$ cat config.mk
export PLATFORM = sky130hd
export DESIGN_NAME = v86_lin_addr
export DESIGN_NICKNAME = d
export VERILOG_FILES = /design/src/rtl/v86_lin_addr.sv
export SDC_FILE = /design/constraint.sdc
export NUM_CORES = 1
export LEC_CHECK = 0
export BUFFER_PORTS_ARGS = -buffer_cell sky130_fd_sc_hd__buf_2
export CAP_MARGIN = 20
export CORE_UTILIZATION = 48
export CTS_BUF_LIST = sky130_fd_sc_hd__clkbuf_4
export DETAILED_ROUTE_END_ITERATION = 10
export GPL_ROUTABILITY_DRIVEN = 0
export PLACE_DENSITY = 0.8
export SLEW_MARGIN = 5
export SYNTH_ARGS = -nofsm -noshare
export SYNTH_HDL_FRONTEND = slang
export SYNTH_SLANG_ARGS = --single-unit
$ cat constraint.sdc
create_clock -name clk -period 3.05 [get_ports clk]
set_input_delay 0.915 -clock clk [delete_from_list [all_inputs] [get_ports clk]]
set_output_delay 0.915 -clock clk [all_outputs]
set_load 0.05 [all_outputs]
$ cat src/rtl/v86_lin_addr.sv
module v86_lin_addr #(
  parameter int SEG_W  = 16,
  parameter int EA_W   = 32,
  parameter int LA_W   = 32,
  parameter int OFF_W  = 16,
  parameter int VEC_W  = 8,
  parameter int VEC_SS = 12,
  parameter int VEC_GP = 13
) (
  input  logic              clk,
  input  logic              rst_n,
  input  logic              req_i,
  input  logic              vm_i,
  input  logic              asz32_i,
  input  logic              stk_i,
  input  logic [SEG_W-1:0]  sel_i,
  input  logic [EA_W-1:0]   ea_i,
  input  logic [LA_W-1:0]   dbase_i,
  output logic [LA_W-1:0]   lin_o,
  output logic              vld_o,
  output logic              flt_o,
  output logic [VEC_W-1:0]  fvec_o
);

  localparam int BASE_W = SEG_W + 4;

  logic [LA_W-1:0] vm_base, vm_off, nxt_lin;
  logic            over;

  assign vm_base = LA_W'({sel_i, 4'b0000});
  assign vm_off  = LA_W'(ea_i[OFF_W-1:0]);
  assign over    = vm_i && asz32_i && (|ea_i[EA_W-1:OFF_W]);
  assign nxt_lin = vm_i ? (vm_base + vm_off) : (dbase_i + LA_W'(ea_i));

  always_ff @(posedge clk) begin
    if (!rst_n) begin
      lin_o  <= '0;
      vld_o  <= 1'b0;
      flt_o  <= 1'b0;
      fvec_o <= '0;
    end else begin
      vld_o <= req_i && !over;
      flt_o <= req_i && over;
      if (req_i && !over) lin_o <= nxt_lin;
      if (req_i && over)  fvec_o <= stk_i ? VEC_W'(VEC_SS) : VEC_W'(VEC_GP);
    end
  end

  AST_EXCL: assert property (@(posedge clk) disable iff (!rst_n) !(vld_o && flt_o));
  AST_ONLY_AFTER_REQ: assert property (@(posedge clk) disable iff (!rst_n) (vld_o || flt_o) |-> $past(req_i));
  AST_VM_HIGH_ZERO: assert property (@(posedge clk) disable iff (!rst_n) (vld_o && $past(vm_i)) |-> (lin_o[LA_W-1:BASE_W+1] == '0));
  AST_FLT_RANGE: assert property (@(posedge clk) disable iff (!rst_n) flt_o |-> $past(vm_i && asz32_i && ea_i > EA_W'(2**OFF_W - 1)));
  AST_FVEC_CODE: assert property (@(posedge clk) disable iff (!rst_n) flt_o |-> (fvec_o == VEC_W'(VEC_SS) || fvec_o == VEC_W'(VEC_GP)));
  AST_LIN_HOLD: assert property (@(posedge clk) disable iff (!rst_n) !vld_o |-> $stable(lin_o));
  AST_FVEC_HOLD: assert property (@(posedge clk) disable iff (!rst_n) !flt_o |-> $stable(fvec_o));

endmodule

==> flow_summary.ini <==
[outcome]
status = completed

[clock_tree]
holdBufCountCts = 0
cts_sinks = 36
clockBufferDepth = 2
htreeDepth = 2
root_buffer = clkbuf_4
cts.clk_slew.worst_paths_ns = 0.12
cts_tree = yes
cts_buffers = 5
clock_latency_ns = 0.35

[logic_synthesis]
synth_edf_count = 0
synthFlopType = dfxtp_1
yosys.area.top_type = dfxtp_1
yosysWarnings = 0
seq_area_frac_synth_pct = 18.84
synth_seq_cells = 36
synthTopCellsByArea = dfxtp_1 19%, ha_1 14%, a21oi_1 6.4%
syn_area_um2 = 3825
async_flop_share_pct = 0
yosysUniqueCellTypes = 64
yosysTopAreaCellShare_pct = 18.84
syn_inst = 494
syn_avg_cell_area_um2 = 7.743

[cells_and_area]
final_common_cell = buf_2
fin_nets = 763
final_cell_mix = 122 x buf_2, 49 x a21oi_1, 43 x ha_1
seqCellArea_um2 = 720.7
drive_gt1_share_pct = 27.65
final_cell_area_um2 = 4780
fillers = 697
diodes = 0
multiInputGateArea_um2 = 2958
areaGrowthSynthToFinish_pct = 24.96

[setup_path]
crit_type = input pin to flip-flop
arrival_ns = 3.19
crit_path_end_kind = flip-flop
reg2reg_setup_slack_ns = 2.21
path_max_fanout = 4
start_kind = input pin
critPathRequiredTime_ns = 3.34

[drt]
avgRoutedWirePerCell_um = 15.54
vias_per_cell = 5.906
totalWireLength_um = 11420
ant_nets = 0
drt_pass1_iterations = 5
drt_iter0_drc = 271
num_vias = 4341
drc = 0

[floorplan]
core_area_um2 = 7727
io_pins = 128
die-area_um2 = 8329
die_w_um = 91.27
row_count = 32
floorplan.initialDensity_pct = 49.50
fp.dieH_um = 91.27

[timing]
period_share_pct = 94.97
post-route-min-period_ns = 2.897
slew_viol_final = 0
worst_pin_slew_ns = 0.7585
rsz0062_at_grt = no
slew_headroom_pct = 49.25
finalSetupViolCount = 0
final.setup.tns_ns = 0
fmax_mhz = 345.2
skew_ns = 0
hold_violations = 0

[pwr]
ir_worst_vdd_uv = 267.8
leakage_nw = 2.294
p_sw_share_pct = 43.45
total_power_w = 0.001831
p_int_w = 0.001036
power_switching_w = 0.0007957
powerDensity_nw_per_um2 = 383.2
p_seq_share_pct = 29.2
p_comb_share_pct = 51.5
p_clk_share_pct = 19.4

[placed_design]
place_area_um2 = 4693
hpwl_um = 9155
numPortBuffers = 122

[flow_run]
max-cap-violations = 0

[global_route]
grt_usage_pct = 27.82
grt_overflow_total = 0
grt_pass1_vias = 4162
grt_first_pass_wirelength_um = 19110
grt_max_degree = 28
antenna_found_initial = 0

[hold_path]
hold_class = flip-flop to flip-flop
[cell usage after synthesis (all sizes together), types with 3 or more instances]
cell and instances:
o21bai 7, or2 4, or3 3, nor2 41
a211oi 11, xor2 14, o22ai 5, nand2 36
and3 8, dfxtp 36, a21o 17, a21oi 49
o311ai 3, o21ai 41, clkbuf 14, nand4 8
a31oi 7, mux2i 10, nand3 14, nor3 12
ha 43, nor4 4, buf 10, and2 4
a221oi 4, inv 14, nor2b 3, xnor2 18
o211ai 8, nand2b 5, o21a 6
[what timing repair did]
| action | in CTS | in global routing |
|---|---|---|
| setup buffers | 0 | 0 |
| resized for setup | 0 | 1 |
| setup endpoints to repair | 0 | 1 |
[flip-flops by register name (all words and copies together), names as in the netlist]
register  flops
flt_o         1
vld_o         1
lin_o        32
fvec_o        2
[critical path, stage by stage]
cell and delay [ns]:
buf_2 0.11, ha_1 0.22, fa_1 0.42, a21o_1 0.21, a221oi_2 0.30, nor3_2 0.11, o21ai_1 0.18, buf_4 0.15
a211oi_1 0.09, mux2_1 0.36, o21ai_1 0.12
[final timing paths]
path                                  end  cells past startpoint      start
worst max-delay path            lin_o[26]                     11    ea_i[0]
worst min-delay path            lin_o[22]                      2  lin_o[22]
worst max register to register  lin_o[17]                      3  lin_o[17]
worst min register to register  lin_o[22]                      2  lin_o[22]
[stage by stage]
step / hold WS (ns) / utilization (%) / worst slack [ns] / instances
6_report: 0.4525 / 61.85 / 0.1535 / 735
5_1_grt: 0.4831 / 61.85 / 0.04052 / 735
4_1_cts: 0.4537 / 61.77 / 0.1731 / 735
3_5_place_dp: 0.4367 / 60.74 / -0.1660 / 727
3_3_place_gp: 0.4299 / 60.74 / -0.1007 / 727
2_1_floorplan: 0.6608 / - / 0.1427 / 498
[cell families after synthesis]
| logic type | synth area share [%] |
|---|---|
| xor+xnor | 7.327 |
| mux | 2.911 |
| other cells | 0.09804 |
| buf+inv | 4.449 |
| compound gates | 32.91 |
| flops | 18.84 |
| fa+ha+maj | 15.11 |
| simple gates | 18.35 |
[power groups by stage]
stage	combinational (W)	sequential [W]	clock, W
floorplan	0.000516	0.000686	0
global placement	0.000905	0.000543	0
detailed placement	0.000923	0.000544	0
CTS	0.000930	0.000534	0.000359
global route	0.00102	0.000538	0.000378
finish	0.000942	0.000534	0.000355
[cell type report]
class                           count  share of cell area (%)
Multi-Input combinational cell    424                   61.88
Tap cell                          102                   2.670
Clock buffer                        5                  0.7853
Sequential cell                    36                   15.08
Clock inverter                      3                  0.8901
Inverter                           14                   1.099
Timing Repair Buffer              151                   17.59
[metal layers]
metal / track usage (%) / part of all wire (%) / wire length [µm] / up-vias
li1: - / - / - / 2112
met1: 34.95 / 43 / 4900 / 2007
met2: 48.23 / 48 / 5499 / 195
met3: 3.769 / 6.3 / 722 / 27
met4: 10.32 / 2.6 / 298 / 0
met5: 0 / 0 / 0 / -
No activity file was read; power rests on OpenSTA's default activity.
